`config.mk`:
```
export PLATFORM = sky130hd
export DESIGN_NAME = sacline_repair_path
export DESIGN_NICKNAME = d
export VERILOG_FILES = /design/src/rtl/srp_pkg.sv /design/src/rtl/srp_mem_map.sv /design/src/rtl/srp_fault_map.sv /design/src/rtl/srp_chunk_mux.sv /design/src/rtl/srp_lat_pipe.sv /design/src/rtl/sacline_repair_path.sv
export SDC_FILE = /design/constraint.sdc
export NUM_CORES = 1
export LEC_CHECK = 0
export BUFFER_PORTS_ARGS = -buffer_cell sky130_fd_sc_hd__buf_2
export CAP_MARGIN = 20
export CORE_MARGIN = 3
export CORE_UTILIZATION = 60
export CTS_CLUSTER_DIAMETER = 60
export DETAILED_ROUTE_END_ITERATION = 7
export PLACE_DENSITY_LB_ADDON = 0.12
export SLEW_MARGIN = 0
export SYNTH_ARGS = -nofsm -noshare
export SYNTH_HDL_FRONTEND = slang
export SYNTH_SLANG_ARGS = --single-unit
```
`constraint.sdc`:
```
create_clock -name clk -period 11.8 [get_ports clk]
set_input_delay 1.18 -clock clk [delete_from_list [all_inputs] [get_ports clk]]
set_output_delay 1.18 -clock clk [all_outputs]
set_load 0.01 [all_outputs]
```
`src/rtl/srp_pkg.sv`:
```
package srp_pkg;
   typedef enum logic [1:0] {
      KIND_DATA = 2'd0,
      KIND_SACR = 2'd1,
      KIND_OFF  = 2'd2
   } srp_kind_e;
endpackage

```
`src/rtl/srp_mem_map.sv`:
```
module srp_mem_map
   import srp_pkg::*;
#(
   parameter int ENTRIES = 16,
   parameter int IDX_W   = 4,
   parameter int GA_W    = 2,
   parameter int GRP_W   = 2
) (
   input  logic             clk,
   input  logic             rst_n,
   input  logic             we,
   input  logic [IDX_W-1:0] widx,
   input  logic [1:0]       wkind,
   input  logic [IDX_W-1:0] wline,
   input  logic [IDX_W-1:0] wsac,
   input  logic [GA_W-1:0]  wgaddr,
   input  logic [GRP_W-1:0] wgrp,
   input  logic [IDX_W-1:0] ridx,
   output logic [1:0]       rkind,
   output logic [IDX_W-1:0] rline,
   output logic [IDX_W-1:0] rsac,
   output logic [GA_W-1:0]  rgaddr,
   output logic [GRP_W-1:0] rgrp
);
   logic [1:0]       kind_q  [ENTRIES];
   logic [IDX_W-1:0] line_q  [ENTRIES];
   logic [IDX_W-1:0] sac_q   [ENTRIES];
   logic [GA_W-1:0]  gaddr_q [ENTRIES];
   logic [GRP_W-1:0] grp_q   [ENTRIES];

   always_ff @(posedge clk) begin
      if (!rst_n) begin
         for (int i = 0; i < ENTRIES; i++) begin
            kind_q[i]  <= KIND_OFF;
            line_q[i]  <= '0;
            sac_q[i]   <= '0;
            gaddr_q[i] <= '0;
            grp_q[i]   <= '0;
         end
      end else if (we) begin
         kind_q[widx]  <= wkind;
         line_q[widx]  <= wline;
         sac_q[widx]   <= wsac;
         gaddr_q[widx] <= wgaddr;
         grp_q[widx]   <= wgrp;
      end
   end

   assign rkind  = kind_q[ridx];
   assign rline  = line_q[ridx];
   assign rsac   = sac_q[ridx];
   assign rgaddr = gaddr_q[ridx];
   assign rgrp   = grp_q[ridx];
endmodule

```
`src/rtl/srp_fault_map.sv`:
```
module srp_fault_map #(
   parameter int GROUPS = 4,
   parameter int GRP_W  = 2,
   parameter int CHUNKS = 4,
   parameter int GA_W   = 2
) (
   input  logic                   clk,
   input  logic                   rst_n,
   input  logic                   we,
   input  logic [GRP_W-1:0]       wgrp,
   input  logic [CHUNKS*GA_W-1:0] wslots,
   input  logic [GRP_W-1:0]       rgrp,
   input  logic [GA_W-1:0]        gaddr,
   output logic [CHUNKS-1:0]      take_spare
);
   localparam int SLOT_W = CHUNKS * GA_W;
   localparam logic [GA_W-1:0] NO_OWNER = {GA_W{1'b1}};

   logic [SLOT_W-1:0] slots_q [GROUPS];
   logic [SLOT_W-1:0] row;

   always_ff @(posedge clk) begin
      if (!rst_n) begin
         for (int i = 0; i < GROUPS; i++) slots_q[i] <= '1;
      end else if (we) begin
         slots_q[wgrp] <= wslots;
      end
   end

   assign row = slots_q[rgrp];

   for (genvar k = 0; k < CHUNKS; k++) begin : g_cmp
      assign take_spare[k] = (row[k*GA_W +: GA_W] == gaddr) && (gaddr != NO_OWNER);
   end
endmodule

```
`src/rtl/srp_chunk_mux.sv`:
```
module srp_chunk_mux #(
   parameter int CHUNKS  = 4,
   parameter int CHUNK_W = 8
) (
   input  logic [CHUNKS*CHUNK_W-1:0] data_line,
   input  logic [CHUNKS*CHUNK_W-1:0] spare_line,
   input  logic [CHUNKS-1:0]         take_spare,
   output logic [CHUNKS*CHUNK_W-1:0] merged
);
   for (genvar k = 0; k < CHUNKS; k++) begin : g_chunk
      assign merged[k*CHUNK_W +: CHUNK_W] = take_spare[k] ? spare_line[k*CHUNK_W +: CHUNK_W]
                                                          : data_line[k*CHUNK_W +: CHUNK_W];
   end
endmodule

```
`src/rtl/srp_lat_pipe.sv`:
```
module srp_lat_pipe #(
   parameter int DEPTH = 3,
   parameter int W     = 33
) (
   input  logic         clk,
   input  logic         rst_n,
   input  logic         head_v,
   input  logic         tail_v,
   input  logic [W-1:0] in_pay,
   output logic         out_v,
   output logic [W-1:0] out_pay
);
   for (genvar i = 0; i < DEPTH; i++) begin : g_st
      logic         v;
      logic [W-1:0] p;
      logic         nv;
      logic [W-1:0] np;

      if (i == 0) begin : g_head
         assign nv = head_v;
         assign np = in_pay;
      end else if (i == DEPTH - 1) begin : g_tail
         assign nv = g_st[i-1].v | tail_v;
         assign np = tail_v ? in_pay : g_st[i-1].p;
      end else begin : g_mid
         assign nv = g_st[i-1].v;
         assign np = g_st[i-1].p;
      end

      always_ff @(posedge clk) begin
         if (!rst_n) begin
            v <= 1'b0;
            p <= '0;
         end else begin
            v <= nv;
            p <= nv ? np : '0;
         end
      end
   end

   assign out_v   = g_st[DEPTH-1].v;
   assign out_pay = g_st[DEPTH-1].p;
endmodule

```
`src/rtl/sacline_repair_path.sv`:
```
module sacline_repair_path
   import srp_pkg::*;
#(
   parameter int CHUNKS  = 4,
   parameter int CHUNK_W = 8,
   parameter int ROWS    = 8,
   parameter int GA_W    = 2,
   parameter int GROUPS  = 4,
   parameter int LP_LAT  = 2
) (
   input  logic                          clk,
   input  logic                          rst_n,
   input  logic                          low_pwr,
   input  logic                          cfg_map_we,
   input  logic [$clog2(ROWS):0]         cfg_map_idx,
   input  logic [1:0]                    cfg_map_kind,
   input  logic [$clog2(ROWS):0]         cfg_map_line,
   input  logic [$clog2(ROWS):0]         cfg_map_sac,
   input  logic [GA_W-1:0]               cfg_map_gaddr,
   input  logic [$clog2(GROUPS)-1:0]     cfg_map_grp,
   input  logic                          cfg_fm_we,
   input  logic [$clog2(GROUPS)-1:0]     cfg_fm_grp,
   input  logic [CHUNKS*GA_W-1:0]        cfg_fm_slots,
   input  logic                          req_valid,
   input  logic                          req_write,
   input  logic [$clog2(ROWS):0]         req_idx,
   input  logic [CHUNKS*CHUNK_W-1:0]     req_wdata,
   output logic                          rsp_valid,
   output logic                          rsp_err,
   output logic [CHUNKS*CHUNK_W-1:0]     rsp_rdata
);
   localparam int LINE_W = CHUNKS * CHUNK_W;
   localparam int ROW_W  = $clog2(ROWS);
   localparam int PL_W   = ROW_W + 1;
   localparam int GRP_W  = $clog2(GROUPS);
   localparam int DEPTH  = LP_LAT + 1;

   if (LP_LAT < 1 || LP_LAT > 2) begin : g_bad_lat
      $error("LP_LAT must be 1 or 2");
   end
   if (ROWS < 2 || (1 << ROW_W) != ROWS) begin : g_bad_rows
      $error("ROWS must be a power of two of at least 2");
   end
   if (GROUPS < 2 || GA_W < 1 || CHUNKS < 1 || CHUNK_W < 1) begin : g_bad_size
      $error("GROUPS >= 2, GA_W, CHUNKS and CHUNK_W >= 1 required");
   end

   logic [1:0]       m_kind;
   logic [PL_W-1:0]  m_line, m_sac;
   logic [GA_W-1:0]  m_gaddr;
   logic [GRP_W-1:0] m_grp;
   logic [CHUNKS-1:0] take_spare;

   srp_mem_map #(.ENTRIES(2*ROWS), .IDX_W(PL_W), .GA_W(GA_W), .GRP_W(GRP_W)) u_map (
      .clk(clk), .rst_n(rst_n),
      .we(cfg_map_we), .widx(cfg_map_idx), .wkind(cfg_map_kind), .wline(cfg_map_line),
      .wsac(cfg_map_sac), .wgaddr(cfg_map_gaddr), .wgrp(cfg_map_grp),
      .ridx(req_idx), .rkind(m_kind), .rline(m_line), .rsac(m_sac),
      .rgaddr(m_gaddr), .rgrp(m_grp)
   );

   srp_fault_map #(.GROUPS(GROUPS), .GRP_W(GRP_W), .CHUNKS(CHUNKS), .GA_W(GA_W)) u_fmap (
      .clk(clk), .rst_n(rst_n),
      .we(cfg_fm_we), .wgrp(cfg_fm_grp), .wslots(cfg_fm_slots),
      .rgrp(m_grp), .gaddr(m_gaddr), .take_spare(take_spare)
   );

   logic [PL_W-1:0]  act_line;
   logic             dbank;
   logic [ROW_W-1:0] drow, srow;
   logic             lp_ok, wr_go;
   logic             bank_we   [2];
   logic [CHUNKS-1:0] bank_mask [2];
   logic [ROW_W-1:0] bank_row  [2];
   logic [LINE_W-1:0] bank_rd  [2];

   assign act_line = low_pwr ? m_line : req_idx;
   assign dbank    = act_line[PL_W-1];
   assign drow     = act_line[ROW_W-1:0];
   assign srow     = m_sac[ROW_W-1:0];
   assign lp_ok    = (m_kind == KIND_DATA);
   assign wr_go    = req_valid && req_write && (!low_pwr || lp_ok);

   always_comb begin
      for (int b = 0; b < 2; b++) begin
         if (b[0] == dbank) begin
            bank_row[b]  = drow;
            bank_mask[b] = '1;
            bank_we[b]   = wr_go;
         end else begin
            bank_row[b]  = srow;
            bank_mask[b] = low_pwr ? take_spare : '0;
            bank_we[b]   = wr_go && low_pwr;
         end
      end
   end

   for (genvar b = 0; b < 2; b++) begin : g_bank
      logic [LINE_W-1:0] mem [ROWS];
      always_ff @(posedge clk) begin
         if (bank_we[b]) begin
            for (int k = 0; k < CHUNKS; k++) begin
               if (bank_mask[b][k]) mem[bank_row[b]][k*CHUNK_W +: CHUNK_W] <= req_wdata[k*CHUNK_W +: CHUNK_W];
            end
         end
      end
      assign bank_rd[b] = mem[bank_row[b]];
   end

   logic [LINE_W-1:0] dline, sline, merged, rd_val;
   logic              pay_err;
   logic [LINE_W-1:0] pay_data;

   assign dline = bank_rd[dbank];
   assign sline = bank_rd[m_sac[PL_W-1]];

   srp_chunk_mux #(.CHUNKS(CHUNKS), .CHUNK_W(CHUNK_W)) u_mux (
      .data_line(dline), .spare_line(sline), .take_spare(take_spare), .merged(merged)
   );

   assign rd_val   = low_pwr ? merged : dline;
   assign pay_err  = low_pwr && !lp_ok;
   assign pay_data = (req_write || pay_err) ? '0 : rd_val;

   srp_lat_pipe #(.DEPTH(DEPTH), .W(LINE_W + 1)) u_pipe (
      .clk(clk), .rst_n(rst_n),
      .head_v(req_valid && low_pwr), .tail_v(req_valid && !low_pwr),
      .in_pay({pay_err, pay_data}),
      .out_v(rsp_valid), .out_pay({rsp_err, rsp_rdata})
   );
endmodule

```
==> summary.md, run 1 <==
| Metric | Value |
|---|---|
| Top post-synthesis cells by area | `edfxtp_1, dfxtp_1, and2_1` |
| Total Neg Setup Slack | `0 ns` |
| CTS Buf Count | `86` |
| Layout cells sized above 1 | `18.1%` |
| Max-cap violations | `0` |
| Vias per inst | `6.53` |
| Synthesized instance count | `2187` |
| Post-synthesis sequential area ratio | `73.4%` |
| Hold Path Class | `reg -> reg` |
| Area growth, synth to finish | `12.4%` |
| Post-route core utilization | `68.9%` |
| Critical-path maximum fanout | `31` |
| Rows | `86` |
| Wire length per cell | `27.9 um` |
| Synth Area per Inst | `15.6 sq um` |
| Worst endpoint required time | `12.06 ns` |
| Worst vdd ir | `0.135 mV` |
| Max incr delay on CP | `0.92 ns` |
| Slew Limit Fails | `0` |
| TritonCTS clock tree | `done` |
| Gr usage total | `29.1%` |
| Yosys top cell area share | `67.5%` |
| P_leak | `13.0 nW` |
| Full die area | `59900 sq um` |
| Final WL | `86600 um` |
| Routed Antenna Nets | `0` |
| Post-synthesis register bit count | `870` |
| Period utilization | `50.9%` |
| DRT iter0 DRCs | `2120` |
| Layout Nets | `2352` |
| Yosys Warn Count | `0` |
| CTS Buffer Depth | `3` |
| Die span in y | `245 um` |
| HPWL after DPL | `55200 um` |
| Crit-path most repeated cell | `nor2_1` |
| Port buffer count | `104` |
| # IOs | `105` |
| Root Buffer | `clkbuf_16` |
| Cell taking the most area after synthesis | `edfxtp_1` |
| Worst path buffer plus inverter count | `3` |
| Router iterations before antenna repair | `7` |
| Post-Route Skew | `0.0230 ns` |
| Worst skew pair latency | `0.64 ns` |
| Pin slew with the least headroom to its limit | `1.18 ns` |
| Final setup vio count | `0` |
| Critical Path Sink Type | `register` |
| Min Hold Slack | `0.430 ns` |
| Ys async rst share | `0%` |
| Max Fclk | `0.166 GHz` |
| Synth Flop Type | `edfxtp_1` |
| DRC Markers | `0` |
| Top delay family on crit path | `compound AO/OA/AOI/OAI gates` |
| Setup crit start | `req_idx[1]` |
| First-pass GRT wire length | `128000 um` |
| Post-CTS Setup Bufs | `0` |
| Total gr overflow | `0` |
| Inst Count DP | `2938` |
| Initial antenna violation count | `7` |
| RSZ-0062 raised after global routing | `no` |
| Tmin final | `6.01 ns` |
| CTS resizes | `0` |
| Power Dens Cells | `184 nW/um^2` |
| Layout Cells excl Fill | `3103` |
| Syn_nets | `2258` |
| Core region area | `55700 sq um` |
| Status | `completed` |
| Hold buffers post-CTS | `0` |
| Number of flops mapped to enable cells by yosys | `768` |
| Htree depth | `3` |
| Clk slew on worst S/H paths | `0.06 ns` |
| Distinct cells, synth | `63` |
| Vias | `20.3k` |
| Hold Crit Start | `u_pipe.g_st[1].p[32]` |
| GP Congestion | `0.839` |
| Die Wd | `245 um` |
| CP max stage cell | `a22oi_1` |
| Largest net degree at the start of global routing | `63` |
| RR Startpoint | `u_map.grp_q[10][1]` |
| Cell Area, Synth | `34200 sq um` |
| Critical Path, Cell by Cell | `buf_2, buf_4, nor2_1, a22oi_1, a21oi_1, buf_4, a221oi_1, mux2i_1, nor2_1, a32o_1, a21oi_1, or2_2, nor2_1` |
| Worst rel slew slack | `21.3%` |
| Startpoint Class | `input port` |
| Final hold viol count | `0` |
| Via count of the first global-routing pass | `19.9k` |
| WP data arrival | `6.27 ns` |
| Starting density of the core | `61.3%` |
| Crit Path Category | `in -> reg` |
| CTS sink cnt | `870` |
-- Yosys cell counts, drive strengths merged, types with 2 or more instances --
| master | instances |
|---|---|
| a211oi | 6 |
| a21boi | 3 |
| a21oi | 26 |
| a221oi | 21 |
| a22o | 4 |
| a22oi | 14 |
| a31oi | 2 |
| a32o | 2 |
| a32oi | 2 |
| and2 | 214 |
| and3 | 34 |
| and4b | 16 |
| buf | 52 |
| clkbuf | 93 |
| dfxtp | 102 |
| edfxtp | 768 |
| inv | 16 |
| mux2 | 28 |
| mux2i | 45 |
| mux4 | 51 |
| nand2 | 49 |
| nand2b | 28 |
| nand3 | 9 |
| nand4b | 2 |
| nor2 | 138 |
| nor2b | 11 |
| nor3 | 73 |
| o2111ai | 2 |
| o21ai | 51 |
| o21bai | 3 |
| o221ai | 58 |
| o22a | 61 |
| o22ai | 137 |
| o2bb2ai | 2 |
| o31ai | 2 |
| or2 | 28 |
| or3 | 13 |
| or3b | 2 |
| or4 | 4 |
| xnor2 | 3 |
-- area by class of cell --
cell class                 instances  area (sq um)
timing repair buffer             151           910
sequential                       870         25100
tap                              748           936
clock buffer                     105          2410
antenna                            1          2.50
multi-input combinational       1155          8390
inverter                          17          63.8
fill                            3758         17300
clock inverter                    56           606
-- worst paths after layout --
check | to | slack [ns] | cells past startpoint
setup / recovery | g_bank[1].mem[2][23] | 5.79 | 13
hold / removal | u_pipe.out_pay[32] | 0.43 | 1
setup reg to reg | g_bank[1].mem[2][23] | 7.07 | 11
hold reg to reg | u_pipe.out_pay[32] | 0.43 | 1
-- registers in the layout, summed over array words and instances, names as in the netlist --
register / count
u_fmap.slots_q: 32
u_map.sac_q: 64
u_pipe.out_pay: 33
u_map.gaddr_q: 32
u_map.line_q: 64
u_pipe.g_st.v: 2
u_pipe.out_v: 1
g_bank.mem: 512
u_map.kind_q: 32
u_map.grp_q: 32
u_pipe.g_st.p: 66
-- stage by stage --
stage          setup slack [ns]  instance area [sq um]  total power [mW]
6_report                   5.79                  38400              7.07
4_1_cts                    5.79                  38400              7.08
3_5_place_dp               5.16                  35400              4.24
5_1_grt                    5.43                  38400              7.27
3_3_place_gp               5.32                  35300              4.22
2_1_floorplan              7.09                  34200              3.96
-- placed cells by master (no fill, tap or decap), drive strengths merged, types with 3 or more instances in the layout --
| cell | n |
|---|---|
| bufinv | 12 |
| edfxtp | 768 |
| or4 | 4 |
| dfxtp | 102 |
| nand2 | 49 |
| a211oi | 6 |
| a21boi | 3 |
| and2 | 214 |
| o21ai | 51 |
| buf | 150 |
| clkinv | 33 |
| o22a | 61 |
| and3 | 34 |
| nor2 | 138 |
| mux2i | 45 |
| clkinvlp | 6 |
| o221ai | 58 |
| o21bai | 3 |
| nand3 | 9 |
| a21oi | 26 |
| xnor2 | 3 |
| mux2 | 28 |
| clkbuf | 106 |
| nand2b | 28 |
| mux4 | 51 |
| a22oi | 14 |
| nor3 | 73 |
| a221oi | 21 |
| inv | 22 |
| and4b | 16 |
| nor2b | 11 |
| or2 | 28 |
| or3 | 13 |
| o22ai | 137 |
| a22o | 4 |
-- layer usage --
layer	vias to the layer above	wire [um]	global-route usage (%)
met2	1072	40000	44.1
met4	4	2850	9.93
met3	177	8860	6.65
met5	-	16	0
met1	10280	34800	42.3
li1	8734	-	-
-- power by group --
part | switching (mW) | internal, mW | total (mW)
combinational | 0.483 | 0.239 | 0.722
sequential | 0.0290 | 3.43 | 3.46
clock | 1.16 | 1.72 | 2.88
-- cell families (layout without fill, tap and decap cells) --
| family | Yosys count | count (layout) | share of synthesized area, % |
|---|---|---|---|
| flops | 870 | 870 | 73.4 |
| simple gates | 625 | 625 | 10.0 |
| compound gates | 402 | 402 | 8.77 |
| buf+inv | 162 | 329 | 2.04 |
| mux | 124 | 124 | 5.64 |
| xor+xnor | 4 | 4 | 0.103 |
| other cells | 0 | 1 | 0 |
(Power assumes the default switching activity.)
==> inputs of run 2 (changes only) <==
==> constraint.sdc (replaced) <==
create_clock -name clk -period 6.21 [get_ports clk]
set_input_delay 0.621 -clock clk [delete_from_list [all_inputs] [get_ports clk]]
set_output_delay 0.621 -clock clk [all_outputs]
set_load 0.01 [all_outputs]
==> run 2 against run 1 <==
Final area about the same. Flip-flop and latch count unchanged. Count of clock-buffer cells in the layout increased by 2. Global-route usage up 0.096 points. Combinational power up 94%. Clock power is 82% higher. Worst setup slack worse by 4.4 ns. Die area unchanged. Non-clock buffer count rose by 16. Register-to-register slack got worse by 5.2 ns. Routed wire length is 0.39% higher. Critical path type unchanged. Largest cell class unchanged. Highest routed layer unchanged.
==> summary.md, run 2 (synthesized netlist as in run 1, its figures left out) <==
| Metric | Value |
|---|---|
| Critical Path Sink Type | `register` |
| Pre-CTS setup slack | `0.777 ns` |
| Critical-path maximum fanout | `44` |
| CTS Buf Count | `86` |
| Wire length per cell | `27.9 um` |
| CTS resizes | `0` |
| Largest register FFs | `512` |
| Worst endpoint required time | `6.78 ns` |
| Most common cell after layout, fill and taps aside | `edfxtp_1` |
| Layout Nets | `2368` |
| CTS Buffer Depth | `3` |
| Hold depth | `2` |
| Clock power share | `39.6%` |
| Power Dens Cells | `344 nW/um^2` |
| Switching power | `3.17 mW` |
| Area growth, synth to finish | `12.4%` |
| Final WL | `86900 um` |
| Post-CTS Setup Bufs | `0` |
| DRC Markers | `0` |
| Inst Count DP | `2955` |
| RR Startpoint | `u_map.grp_q[7][1]` |
| Rows | `86` |
| Total Neg Setup Slack | `0 ns` |
| WP data arrival | `5.34 ns` |
| Vias | `20.1k` |
| TritonCTS clock tree | `done` |
| Worst rel slew slack | `14.0%` |
| Gr usage total | `29.2%` |
| Initial antenna violation count | `6` |
| DRT iter0 DRCs | `2317` |
| Sw frac | `23.9%` |
| Internal power | `10.1 mW` |
| Htree depth | `3` |
| Hold buffers post-CTS | `0` |
| Met1 usage | `42.2%` |
| RR Endpoint | `g_bank[1].mem[0][28]` |
| Layout Cells excl Fill | `3117` |
| Placed cell area | `35500 sq um` |
| Root Buffer | `clkbuf_16` |
| CTS sink cnt | `870` |
| Hold Path Class | `in -> reg` |
| Final hold viol count | `0` |
| GP Congestion | `0.890` |
| Port buffer count | `104` |
| Layout cells sized above 1 | `18.3%` |
| # IOs | `105` |
| Vias per inst | `6.46` |
| Worst vdd ir | `0.393 mV` |
| Tmin final | `4.77 ns` |
| P_leak | `13.0 nW` |
| Logic pwr share | `10.6%` |
| Worst-case reg-to-reg path depth | `10` |
| Core region area | `55700 sq um` |
| Busiest grt layer | `met2` |
| Max-cap violations | `0` |
| Sequential share of power | `49.8%` |
| Crit Path Category | `in -> reg` |
| Hold Crit Start | `cfg_fm_slots[1]` |
| Worst skew pair latency | `0.64 ns` |
| GRT met2 Usage | `45.0%` |
| Pin slew with the least headroom to its limit | `1.29 ns` |
| Via count of the first global-routing pass | `19.8k` |
| Full die area | `59900 sq um` |
| Status | `completed` |
| Design Area, Final | `38400 sq um` |
| Post-Route Skew | `0.0274 ns` |
| Clk slew on worst S/H paths | `0.06 ns` |
| Total gr overflow | `0` |
| Startpoint Class | `input port` |
| Period utilization | `76.8%` |
| Starting density of the core | `61.3%` |
| Router iterations before antenna repair | `5` |
| Reg2Reg Setup Slack | `1.84 ns` |
| End point of the worst hold path | `u_fmap.slots_q[3][1]` |
| Final setup vio count | `0` |
| Die span in y | `245 um` |
| Setup ws final | `1.44 ns` |
| Met3 GRT Util | `6.26%` |
| Most frequent cells in the layout | `edfxtp_1, and2_1, nor2_1` |
| First-pass GRT wire length | `128000 um` |
| Slew Limit Fails | `0` |
| HPWL after DPL | `56300 um` |
| Tot Pwr | `13.2 mW` |
| RSZ-0062 raised after global routing | `no` |
| Routed Antenna Nets | `0` |
| Die Wd | `245 um` |
| Max Fclk | `0.210 GHz` |
| Largest net degree at the start of global routing | `45` |
==> run 2: worst max path at each step <==
stage | startpoint | end | slack [ns] | cells after the start
after CTS | req_idx[0] | g_bank[0].mem[3][30] | 1.45 | 10
after global routing | req_idx[0] | g_bank[1].mem[2][27] | 1.17 | 11
after floorplan | req_idx[0] | g_bank[1].mem[0][10] | 2.06 | 13
final | req_idx[0] | u_pipe.g_st[0].p[0] | 1.44 | 12
after global placement | req_idx[0] | u_pipe.out_pay[6] | 0.83 | 12
after detailed placement | req_idx[0] | g_bank[1].mem[5][31] | 0.78 | 11
==> run 2: power groups by stage <==
| stage | combinational, mW | clock, mW | sequential, mW |
|---|---|---|---|
| 2_1_floorplan | 0.840 | 0 | 6.68 |
| 3_3_place_gp | 1.35 | 0 | 6.70 |
| 3_5_place_dp | 1.37 | 0 | 6.71 |
| 4_1_cts | 1.38 | 5.29 | 6.58 |
| 5_1_grt | 1.48 | 5.52 | 6.59 |
| 6_report | 1.40 | 5.24 | 6.58 |
==> run 2: through the flow <==
stage	hold WS, ns	util [%]
after detailed placement	0.415	63.7
final	0.305	68.9
after CTS	0.281	68.9
after floorplan	0.401	-
after global routing	0.295	68.9
after global placement	0.411	63.6
==> run 2: final cells by class <==
class | count | area [sq um]
multi-input cells | 1155 | 8390
diodes | 2 | 5.00
clock inverters | 51 | 547
well taps | 748 | 936
repair buffers | 167 | 1040
fillers | 3776 | 17300
inverters | 17 | 63.8
flip-flops and latches | 870 | 25100
clock buffers | 107 | 2330
==> run 2: per-layer routing <==
layer | part of all wire [%] | vias up
li1 | - | 8760
met1 | 41 | 10222
met2 | 47 | 1015
met3 | 9.8 | 137
met4 | 2.8 | 2
met5 | 0.013 | -
==> run 2: worst max-delay path, stage by stage <==
cell and delay (ns):
buf_4 0.60, buf_4 0.31, mux4_2 0.51, mux2i_1 0.38
or3b_1 0.25, a21oi_1 0.14, a22oi_2 0.90, buf_4 0.42
o22ai_1 0.12, or4_1 0.60, mux2_2 0.30, a21oi_1 0.13
